File: src/rtl/dmt_pkg.sv
package dmt_pkg;

  // Word offsets inside the channel window; decode depends on them.
  typedef enum logic [1:0] {
    OFS_HI_LIM = 2'd0,
    OFS_LO_CNT = 2'd1,
    OFS_SPARE  = 2'd2,
    OFS_RUN    = 2'd3
  } ofs_e;

  // Decoded access strobes handed from the top to the counting core.
  typedef struct packed {
    logic ld_lim;     // counter mode: new limit, count restart
    logic ld_hi;      // user mode: load high word
    logic ld_lo;      // user mode: load low word
    logic ld_run;     // any mode: run bit
    logic rd_lim_clr; // counter mode: limit read acknowledges reach
  } strobe_t;

endpackage

File: src/rtl/dmt_mode_ctrl.sv
module dmt_mode_ctrl (
  input  logic clk,
  input  logic rst,
  input  logic user_mode,
  output logic mode_q,
  output logic enter_user,
  output logic leave_user
);

  always_ff @(posedge clk) begin
    if (rst) mode_q <= 1'b0;
    else     mode_q <= user_mode;
  end

  // Edge of the mode input relative to the state the channel is in.
  always_comb begin
    enter_user = user_mode & ~mode_q;
    leave_user = ~user_mode & mode_q;
  end

endmodule

File: src/rtl/dmt_count_core.sv
module dmt_count_core
  import dmt_pkg::*;
#(
  parameter int DATA_W   = 32,
  parameter int UNIT_LSB = 9,
  parameter int USR_W    = 54,
  parameter int SYS_W    = 22,
  parameter int LO_W     = 23,
  parameter int HI_W     = 31
) (
  input  logic              clk,
  input  logic              rst,
  input  logic              tick,
  input  logic              mode_q,
  input  logic              enter_user,
  input  logic              leave_user,
  input  strobe_t           stb,
  input  logic [DATA_W-1:0] wdata,
  output logic [USR_W-1:0]  cnt,
  output logic [SYS_W-1:0]  lim,
  output logic              reached,
  output logic              run,
  output logic              irq
);

  localparam logic [USR_W-1:0] USR_MAX = {USR_W{1'b1}};
  localparam logic [SYS_W-1:0] SYS_MAX = {SYS_W{1'b1}};

  logic [SYS_W-1:0] sys_term;
  logic             sys_hit;
  logic             usr_hit;
  logic             lim_set;

  always_comb begin
    lim_set  = (lim != '0);
    sys_term = lim_set ? SYS_W'(lim - 1'b1) : SYS_MAX;
    sys_hit  = (cnt[SYS_W-1:0] == sys_term);
    usr_hit  = (cnt == USR_MAX);
  end

  always_ff @(posedge clk) begin
    if (rst) begin
      cnt     <= '0;
      lim     <= '0;
      reached <= 1'b0;
      run     <= 1'b1;
      irq     <= 1'b0;
    end else begin
      if (stb.ld_run) run <= wdata[0];
      // Acknowledge first so that a same-cycle reach event still lands.
      if (stb.rd_lim_clr) begin
        reached <= 1'b0;
        irq     <= 1'b0;
      end
      if (enter_user) begin
        irq <= 1'b0;
        lim <= SYS_MAX;
      end else if (leave_user) begin
        cnt <= '0;
      end else if (stb.ld_lim) begin
        lim <= wdata[UNIT_LSB +: SYS_W];
        cnt <= '0;
        irq <= 1'b0;
      end else if (stb.ld_hi) begin
        cnt[USR_W-1:LO_W] <= wdata[HI_W-1:0];
        reached           <= 1'b0;
      end else if (stb.ld_lo) begin
        cnt[LO_W-1:0] <= wdata[DATA_W-1:UNIT_LSB];
        reached       <= 1'b0;
      end else if (tick) begin
        if (mode_q) begin
          if (run) begin
            if (usr_hit) begin
              cnt     <= '0;
              reached <= 1'b1;
            end else begin
              cnt <= cnt + 1'b1;
            end
          end
        end else if (sys_hit) begin
          cnt <= '0;
          if (lim_set) begin
            reached <= 1'b1;
            irq     <= 1'b1;
          end
        end else begin
          cnt <= cnt + 1'b1;
        end
      end
    end
  end

endmodule

File: src/rtl/dmt_read_port.sv
module dmt_read_port
  import dmt_pkg::*;
#(
  parameter int DATA_W   = 32,
  parameter int UNIT_LSB = 9,
  parameter int USR_W    = 54,
  parameter int SYS_W    = 22,
  parameter int LO_W     = 23,
  parameter int HI_W     = 31
) (
  input  logic              clk,
  input  logic              rst,
  input  logic              rd_en,
  input  logic              wr_en,
  input  logic              mode_chg,
  input  logic [1:0]        addr,
  input  logic              mode_q,
  input  logic [USR_W-1:0]  cnt,
  input  logic [SYS_W-1:0]  lim,
  input  logic              reached,
  input  logic              run,
  output logic [DATA_W-1:0] rdata
);

  logic [HI_W-1:0]   snap_hi;
  logic              snap_vld;
  logic [HI_W-1:0]   hi_live;
  logic [HI_W-1:0]   hi_sel;
  logic [DATA_W-1:0] rd_val;
  logic              rd_lo_usr;
  logic              rd_hi_usr;

  always_comb begin
    hi_live   = cnt[USR_W-1:LO_W];
    hi_sel    = snap_vld ? snap_hi : hi_live;
    rd_lo_usr = rd_en & mode_q & (ofs_e'(addr) == OFS_LO_CNT);
    rd_hi_usr = rd_en & mode_q & (ofs_e'(addr) == OFS_HI_LIM);
  end

  always_comb begin
    rd_val = '0;
    unique case (ofs_e'(addr))
      OFS_HI_LIM: begin
        if (mode_q) begin
          rd_val[HI_W-1:0]  = hi_sel;
          rd_val[DATA_W-1]  = reached;
        end else begin
          rd_val[UNIT_LSB +: SYS_W] = lim;
        end
      end
      OFS_LO_CNT: begin
        if (mode_q) begin
          rd_val[DATA_W-1:UNIT_LSB] = cnt[LO_W-1:0];
        end else begin
          rd_val[UNIT_LSB +: SYS_W] = cnt[SYS_W-1:0];
          rd_val[DATA_W-1]          = reached;
        end
      end
      OFS_RUN:   rd_val[0] = run;
      OFS_SPARE: rd_val = '0;
      default:   rd_val = '0;
    endcase
  end

  always_ff @(posedge clk) begin
    if (rst) begin
      rdata    <= '0;
      snap_hi  <= '0;
      snap_vld <= 1'b0;
    end else begin
      if (rd_en) rdata <= rd_val;
      if (mode_chg || wr_en) begin
        snap_vld <= 1'b0;
      end else if (rd_lo_usr) begin
        snap_vld <= 1'b1;
        snap_hi  <= hi_live;
      end else if (rd_hi_usr) begin
        snap_vld <= 1'b0;
      end
    end
  end

endmodule

File: src/rtl/dmt_channel.sv
module dmt_channel
  import dmt_pkg::*;
#(
  parameter int DATA_W   = 32,
  parameter int UNIT_LSB = 9,
  parameter int CNT_BITS = 63,
  parameter int SYS_BITS = 31
) (
  input  logic              clk,
  input  logic              rst,
  input  logic              tick,
  input  logic              user_mode,
  input  logic              wr_en,
  input  logic              rd_en,
  input  logic [1:0]        addr,
  input  logic [DATA_W-1:0] wdata,
  output logic [DATA_W-1:0] rdata,
  output logic              irq
);

  localparam int USR_W = CNT_BITS - UNIT_LSB;
  localparam int SYS_W = SYS_BITS - UNIT_LSB;
  localparam int LO_W  = DATA_W - UNIT_LSB;
  localparam int HI_W  = USR_W - LO_W;

  logic             mode_q;
  logic             enter_user;
  logic             leave_user;
  logic             mode_chg;
  logic             wr_ok;
  logic             rd_ok;
  strobe_t          stb;
  logic [USR_W-1:0] cnt;
  logic [SYS_W-1:0] lim;
  logic             reached;
  logic             run;

  dmt_mode_ctrl mode_i (
    .clk        (clk),
    .rst        (rst),
    .user_mode  (user_mode),
    .mode_q     (mode_q),
    .enter_user (enter_user),
    .leave_user (leave_user)
  );

  // Accesses in the cycle of a mode change are dropped for the core.
  always_comb begin
    mode_chg       = enter_user | leave_user;
    wr_ok          = wr_en & ~mode_chg;
    rd_ok          = rd_en & ~mode_chg;
    stb.ld_lim     = wr_ok & ~mode_q & (ofs_e'(addr) == OFS_HI_LIM);
    stb.ld_hi      = wr_ok &  mode_q & (ofs_e'(addr) == OFS_HI_LIM);
    stb.ld_lo      = wr_ok &  mode_q & (ofs_e'(addr) == OFS_LO_CNT);
    stb.ld_run     = wr_ok &           (ofs_e'(addr) == OFS_RUN);
    stb.rd_lim_clr = rd_ok & ~mode_q & (ofs_e'(addr) == OFS_HI_LIM);
  end

  dmt_count_core #(
    .DATA_W   (DATA_W),
    .UNIT_LSB (UNIT_LSB),
    .USR_W    (USR_W),
    .SYS_W    (SYS_W),
    .LO_W     (LO_W),
    .HI_W     (HI_W)
  ) core_i (
    .clk        (clk),
    .rst        (rst),
    .tick       (tick),
    .mode_q     (mode_q),
    .enter_user (enter_user),
    .leave_user (leave_user),
    .stb        (stb),
    .wdata      (wdata),
    .cnt        (cnt),
    .lim        (lim),
    .reached    (reached),
    .run        (run),
    .irq        (irq)
  );

  dmt_read_port #(
    .DATA_W   (DATA_W),
    .UNIT_LSB (UNIT_LSB),
    .USR_W    (USR_W),
    .SYS_W    (SYS_W),
    .LO_W     (LO_W),
    .HI_W     (HI_W)
  ) rd_i (
    .clk      (clk),
    .rst      (rst),
    .rd_en    (rd_en),
    .wr_en    (wr_en),
    .mode_chg (mode_chg),
    .addr     (addr),
    .mode_q   (mode_q),
    .cnt      (cnt),
    .lim      (lim),
    .reached  (reached),
    .run      (run),
    .rdata    (rdata)
  );

endmodule

File: config.mk
export PLATFORM = sky130hd
export DESIGN_NAME = dmt_channel
export DESIGN_NICKNAME = d
export VERILOG_FILES = /design/src/rtl/dmt_pkg.sv /design/src/rtl/dmt_mode_ctrl.sv /design/src/rtl/dmt_count_core.sv /design/src/rtl/dmt_read_port.sv /design/src/rtl/dmt_channel.sv
export SDC_FILE = /design/constraint.sdc
export NUM_CORES = 1
export LEC_CHECK = 0
export ABC_AREA = 1
export BUFFER_PORTS_ARGS = -buffer_cell sky130_fd_sc_hd__buf_2
export CAP_MARGIN = 20
export CORE_AREA = 2 2 204 166
export DETAILED_ROUTE_END_ITERATION = 6
export DIE_AREA = 0 0 206 168
export GPL_TIMING_DRIVEN = 0
export HOLD_SLACK_MARGIN = 0.02
export SETUP_SLACK_MARGIN = 0.4
export SYNTH_ARGS = -nofsm -noshare
export SYNTH_HDL_FRONTEND = slang
export SYNTH_SLANG_ARGS = --single-unit
File: constraint.sdc
create_clock -name clk -period 3 [get_ports clk]
set_input_delay 0.15 -clock clk [delete_from_list [all_inputs] [get_ports clk]]
set_output_delay 0.15 -clock clk [all_outputs]
set_load 0.05 [all_outputs]
==> metrics, run 1 <==
status=complete, no violations; Yosys warnings=0; Worst Hold Path EP=core_i.cnt[25]; reg2reg start=core_i.lim[1]; Layout Utilization=approximately two fifths; clk root buf=clkbuf_16; TritonCTS buffer count=17; Area growth syn-to-layout=30.69%; Vias=11820; crit end category=flop; IO Pins=73; Routed WL=about 44 mm; drt drc=0; Die ar.=around 35000 µm²; Mapped Nets=about 1600; Max Freq=~360 MHz; die width=206 µm; top cells by count, synth=nand2_1 (393), inv_1 (176), a21oi_1 (167); H-tree levels=4; Overflow after GRT=0; EDFF count, synth=0; clock-pin slew on the worst setup and hold paths=~70 ps; core footprint=approximately 33000 µm²; wire per inst=approximately 20 µm; hold_sp=wdata[2]; Tot Pwr=5.422 mW; worst skew pair latency=440 ps; Max-Cap Viols=0; distinct cell type count after synthesis=37; via/cell ratio=5.458; 1st-iter DRT viols=1600; final setup fails=0; CTS tree=built; prevailing post-synth register cell=dfxtp_1; Total Routing Usage GR=between 20 and 25%; Placed Instances=2063; FF-to-FF setup slack=around 260 ps; CTS sink count=144; VDD IR-drop max=just over 300 µV; gpl congestion=1.026; detailed placer's ending HPWL=approximately 33 mm; sequential cell area=~3000 µm²; endpoints failing hold=0; Leak Pwr=5.566 nW; Mapped Area=around 9700 µm²; Fill cells=about 3500; Worst EP required=roughly 3300 ps; Area contributors post-synth=dfxtp_1 (30%), nand2_1 (15%), a21oi_1 (8.6%); Slew Viols, Final=0; #FFs+latches synth=between 100 and 150; r2r endpoint=core_i.cnt[15]; Slew @ Worst Pin=between 900 and 1000 ps; vias in the first global route=10530; antenna-violating nets left=0; min cycle time layout=between 2000 and 3000 ps; largest net degree at the start of global routing=17; post-synth top area cell=dfxtp_1; share of cells above drive strength 1=23.34%; worst reg2reg path depth=20; Mean Syn Cell Area=roughly 6.2 µm²; sequential fraction of the synthesis area=~30%; Data arrival, critical path=around 3000 ps; initial core utilization=a little under 30%; part of the cycle the worst path needs=roughly nine tenths; Clock Skew=about 9.2 ps; area of the multi-input gates=6294 µm²; Cell Rows=60; top-area cell type share of the netlist area=roughly 30%; Ant. Diodes=0; Slew headroom=between 30% and 40%; Hold Path Class=primary input to flop; clock buffer depth=2; unrepaired setup endpoints after global routing=true; PortBufs=70; Nets=between 1500 and 2000; PD cells=~430 nW/µm²; first-pass GRT wire length=around 64 mm; startpoint class of the critical path=flop; crit-path max FO=8; crit path kind=flop to flop; final hold slack=roughly 95 ps; TritonRoute pass-1 iters=7; Die Ht=roughly 170 µm; Mapped Cells=~1600; Async S/R FF share, synth=0%; fin cells=about 2200; initial antenna violation count=0; hold path cells=5; most frequent cell after synthesis=nand2_1
==> metrics by stage <==
stage               setup WS [ps]  setup TNS [ps]  cell area (µm²)
finish                      255.0               0            12640
global route                159.2               0            12640
CTS                         364.5               0            12120
detailed placement         -228.5           -2179            10570
global placement           -194.6           -1215            10570
floorplan                   715.9               0             9672
==> where the power goes <==
| part | internal, mW | switching, mW | leakage [nW] |
|---|---|---|---|
| clock | 1.25 | 0.938 | 0.271 |
| sequential | 1.99 | 0.0925 | 1.18 |
| combinational | 0.375 | 0.776 | 4.11 |
| total | 3.62 | 1.81 | 5.57 |
==> state kept, by name, summed over array words and instances (netlist names) <==
register	count
rd_i.snap_vld	1
mode_i.mode_q	1
core_i.lim	22
rd_i.snap_hi	31
core_i.cnt	54
core_i.irq	1
core_i.run	1
rd_i.rdata	32
core_i.reached	1
==> layout by cell type (no fill, tap or decap), types with 52 or more instances in the layout <==
master      n
inv_1     172
buf_2      77
clkbuf_1   54
a21oi_1   153
nand3_1    64
nor2_1    131
dfxtp_1   118
nand2_1   356
buf_4      52
o21ai_0   100
==> worst max-delay path by stage <==
stage	slack (ps)	to	startpoint	cells after the start
after global placement	-190	core_i.cnt[19]	core_i.cnt[17]	14
after global routing	160	core_i.cnt[15]	core_i.lim[1]	20
after CTS	360	core_i.cnt[1]	core_i.cnt[1]	18
after floorplan	720	core_i.cnt[16]	core_i.lim[0]	18
final	260	core_i.cnt[15]	core_i.lim[1]	20
after detailed placement	-230	core_i.cnt[19]	core_i.cnt[17]	14
==> worst max-delay path, cell delays in order, from the launching register on <==
cell,delay [ps]
dfxtp_2,340
inv_4,90
ha_4,160
nand2_4,50
nor2_4,100
nand3_4,220
buf_8,220
nand2_2,50
nand2_2,60
nand2_4,80
buf_12,100
nand2_1,40
nor2_1,100
nand3b_1,140
nor2_4,230
nand2_8,140
buf_8,170
nand3_2,50
nand2_1,60
nand2_1,100
a21oi_2,70
==> cells by family after synthesis <==
group / after synthesis / synth area share, %
xor gates and xnor gates: 41 / 3.713
DFF: 144 / 29.81
AOI/OAI and AO/OA: 338 / 20.26
and+or+nand+nor: 752 / 33.87
buffers and inverters: 276 / 11.32
adders and majority gates: 8 / 1.035
==> per-layer routing <==
| layer | share of wire, % | track usage, % | up-vias |
|---|---|---|---|
| met5 | 0 | 0 | - |
| met3 | 15 | 9.543 | 91 |
| met4 | 2.5 | 6.801 | 0 |
| met2 | 40 | 34.24 | 755 |
| li1 | - | - | 5470 |
| met1 | 43 | 35.71 | 5500 |
==> area by class of cell <==
class / count / area share [%]
multi-input combinational: 1139 / 49.79
tap: 434 / 4.296
timing repair buffer: 140 / 8.701
sequential: 144 / 23.18
inverter: 190 / 5.741
clock buffer: 21 / 3.564
buffer: 86 / 3.692
clock inverter: 11 / 1.030
==> repair_timing <==
item	CTS	global route
hold endpoints to repair	1	0
gates cloned	5	2
setup endpoints to repair	56	66
resized for setup	134	107
hold buffers	1	0
setup buffers	49	13
pin swaps	35	30
No activity file was read; power rests on OpenSTA's default activity.
==> run 2: changes to the inputs <==
Settings changed: CORE_AREA 2 2 204 166 to 2 2 144 118, DIE_AREA 0 0 206 168 to 0 0 146 120, PLACE_DENSITY set to 0.8.
==> run 2 against run 1 <==
Effect of this change:
- cell count shrank 10%
- via count rose by 4.0%
- flip-flop and latch count did not move
- worst setup slack gained 28 ps
- first-iteration DRC count up 43%
- clock-buffer cell count shrank 4
- critical path type unchanged
==> metrics, run 2 (synthesis gave the netlist of run 1 again) <==
initial antenna violation count=0; Vias=between 10000 and 15000; Tot Pwr=approximately 5.3 mW; min cycle time layout=between 2000 and 3000 ps; PortBufs=70; Routed WL=around 41 mm; hold path cells=3; PD cells=between 400 and 500 nW/µm²; status=complete, no violations; IO Pins=73; Overflow after GRT=0; max FFs per register=54; endpoints failing hold=0; buffers and inverters on the worst path=3; H-tree levels=4; Worst EP required=about 3300 ps; core footprint=between 15000 and 20000 µm²; TritonCTS buffer count=17; CTS tree=built; Leak Pwr=around 5.4 nW; Slowest-stage cell, CP=dfxtp_4; clock buffer depth=2; CTS sink count=around 140; initial core utilization=59.76%; Die Ht=roughly 120 µm; Hold Path Class=primary input to flop; antenna-violating nets left=0; crit end category=flop; Setup TNS=0 ps; Clock Skew=about 12 ps; WP depth=18; wire per inst=roughly 21 µm; Fill cells=~1400; startpoint class of the critical path=flop; Slew @ Worst Pin=between 800 and 900 ps; drt drc=0; Setup Slack @ Placement=-238.6 ps; TritonRoute pass-1 iters=7; VDD IR-drop max=406.3 µV; Slew Viols, Final=0; Placement Cell Area=10300 µm²; Area growth syn-to-layout=23.65%; Total Routing Usage GR=approximately 45%; gpl congestion=between 1 and 1.5; worst reg2reg path depth=18; final worst slack=roughly 280 ps; Cell Rows=42; largest net degree at the start of global routing=17; clk root buf=clkbuf_16; Max Freq=approximately 370 MHz; worst skew pair latency=roughly 450 ps; Cell Chain, Critical Path=inv_8, ha_4, nand2_1, nor2_4, nand3_4, buf_4, nand3_1, nand2_1, nand2_1, nor2_1, nand3b_1, nor2_4, nand2_8, buf_8, nand3_2, nand2_1, nand2_1, a21oi_2; via/cell ratio=approximately 6.3; fin area=between 10000 and 15000 µm²; final setup fails=0; commonest non-fill, non-tap cell in the layout=nand2_1; Largest Register=core_i.cnt; die width=146 µm; part of the cycle the worst path needs=about nine tenths; Nets=1753; final hold slack=95.09 ps; Die ar.=between 15000 and 20000 µm²; crit path kind=flop to flop; FF-to-FF setup slack=roughly 280 ps; Max-Cap Viols=0; share of cells above drive strength 1=20.20%; top cell family by delay on the critical path=simple AND/OR/NAND/NOR gates; clock-pin slew on the worst setup and hold paths=approximately 70 ps; detailed placer's ending HPWL=slightly below 30 mm; leading registers by flop count=core_i.cnt x54, rd_i.rdata x32, rd_i.snap_hi x31; Worst path max stage delay=380 ps; crit-path max FO=10; unrepaired setup endpoints after global routing=true; 1st-iter DRT viols=about 2300; Slew headroom=a little under half; first-pass GRT wire length=between 50 and 60 mm; most used cell, CP=nand2_1; vias in the first global route=10350; commonest cells after routing, fill and taps aside=nand2_1 (383), inv_1 (173), a21oi_1 (159), nor2_1 (134), dfxtp_1 (122); Data arrival, critical path=about 3000 ps
run 2: cell count changes in the layout (fill, tap and decap cells not counted), sizes merged:
cell	change
buf	-12
bufbuf	-1
bufinv	-1
clkbuf	-4
diode	+1
inv	+5
run 2: worst min-delay path, cell delays in order:
cell and delay, ps:
buf_2 100, inv_1 130, a221oi_1 100
run 2: area by class of cell:
cell class	count	area [µm²]	area share [%]
Multi-Input combinational cell	1139	6115	51.13
Tap cell	220	275.3	2.302
Inverter	190	724.4	6.058
Clock buffer	17	425.4	3.557
Sequential cell	144	2928	24.48
Buffer	86	452.9	3.787
Timing Repair Buffer	127	887.1	7.418
Antenna cell	1	2.502	0.02092
Clock inverter	15	148.9	1.245
run 2: per-stage QoR:
stage               instances  utilization, %
finish                   1939           73.89
global route             1938           73.87
CTS                      1910           70.28
detailed placement       1849           63.62
global placement         1849           63.62
floorplan                1559               -
run 2: what timing repair did:
item	4_1_cts	5_1_grt
resized for setup	80	105
setup buffers	26	25
endpoints found under the setup margin	56	56
pin swaps	22	37
cloned	2	3
hold buffers	1	0
endpoints found under the hold margin	1	0
run 2: final timing paths:
kind	startpoint	endpoint
setup / recovery	core_i.lim[0]	core_i.cnt[41]
setup reg to reg	core_i.lim[0]	core_i.cnt[41]
hold / removal	wdata[11]	core_i.lim[2]
hold reg to reg	rd_i.rdata[8]	rd_i.rdata[8]
run 2: where the power goes:
group          total (mW)  switching, mW  internal (mW)
Clock                2.15          0.981           1.17
Sequential           2.07         0.0889           1.98
Combinational        1.10          0.758          0.341
Total                5.32           1.83           3.49
run 2: metal layers:
metal	GRT usage, %	wire length, µm	vias up
met5	0	0	-
met4	19.05	2229	0
met3	16.39	7104	206
met2	64.21	16380	1050
met1	60.81	15660	5596
li1	-	-	5437
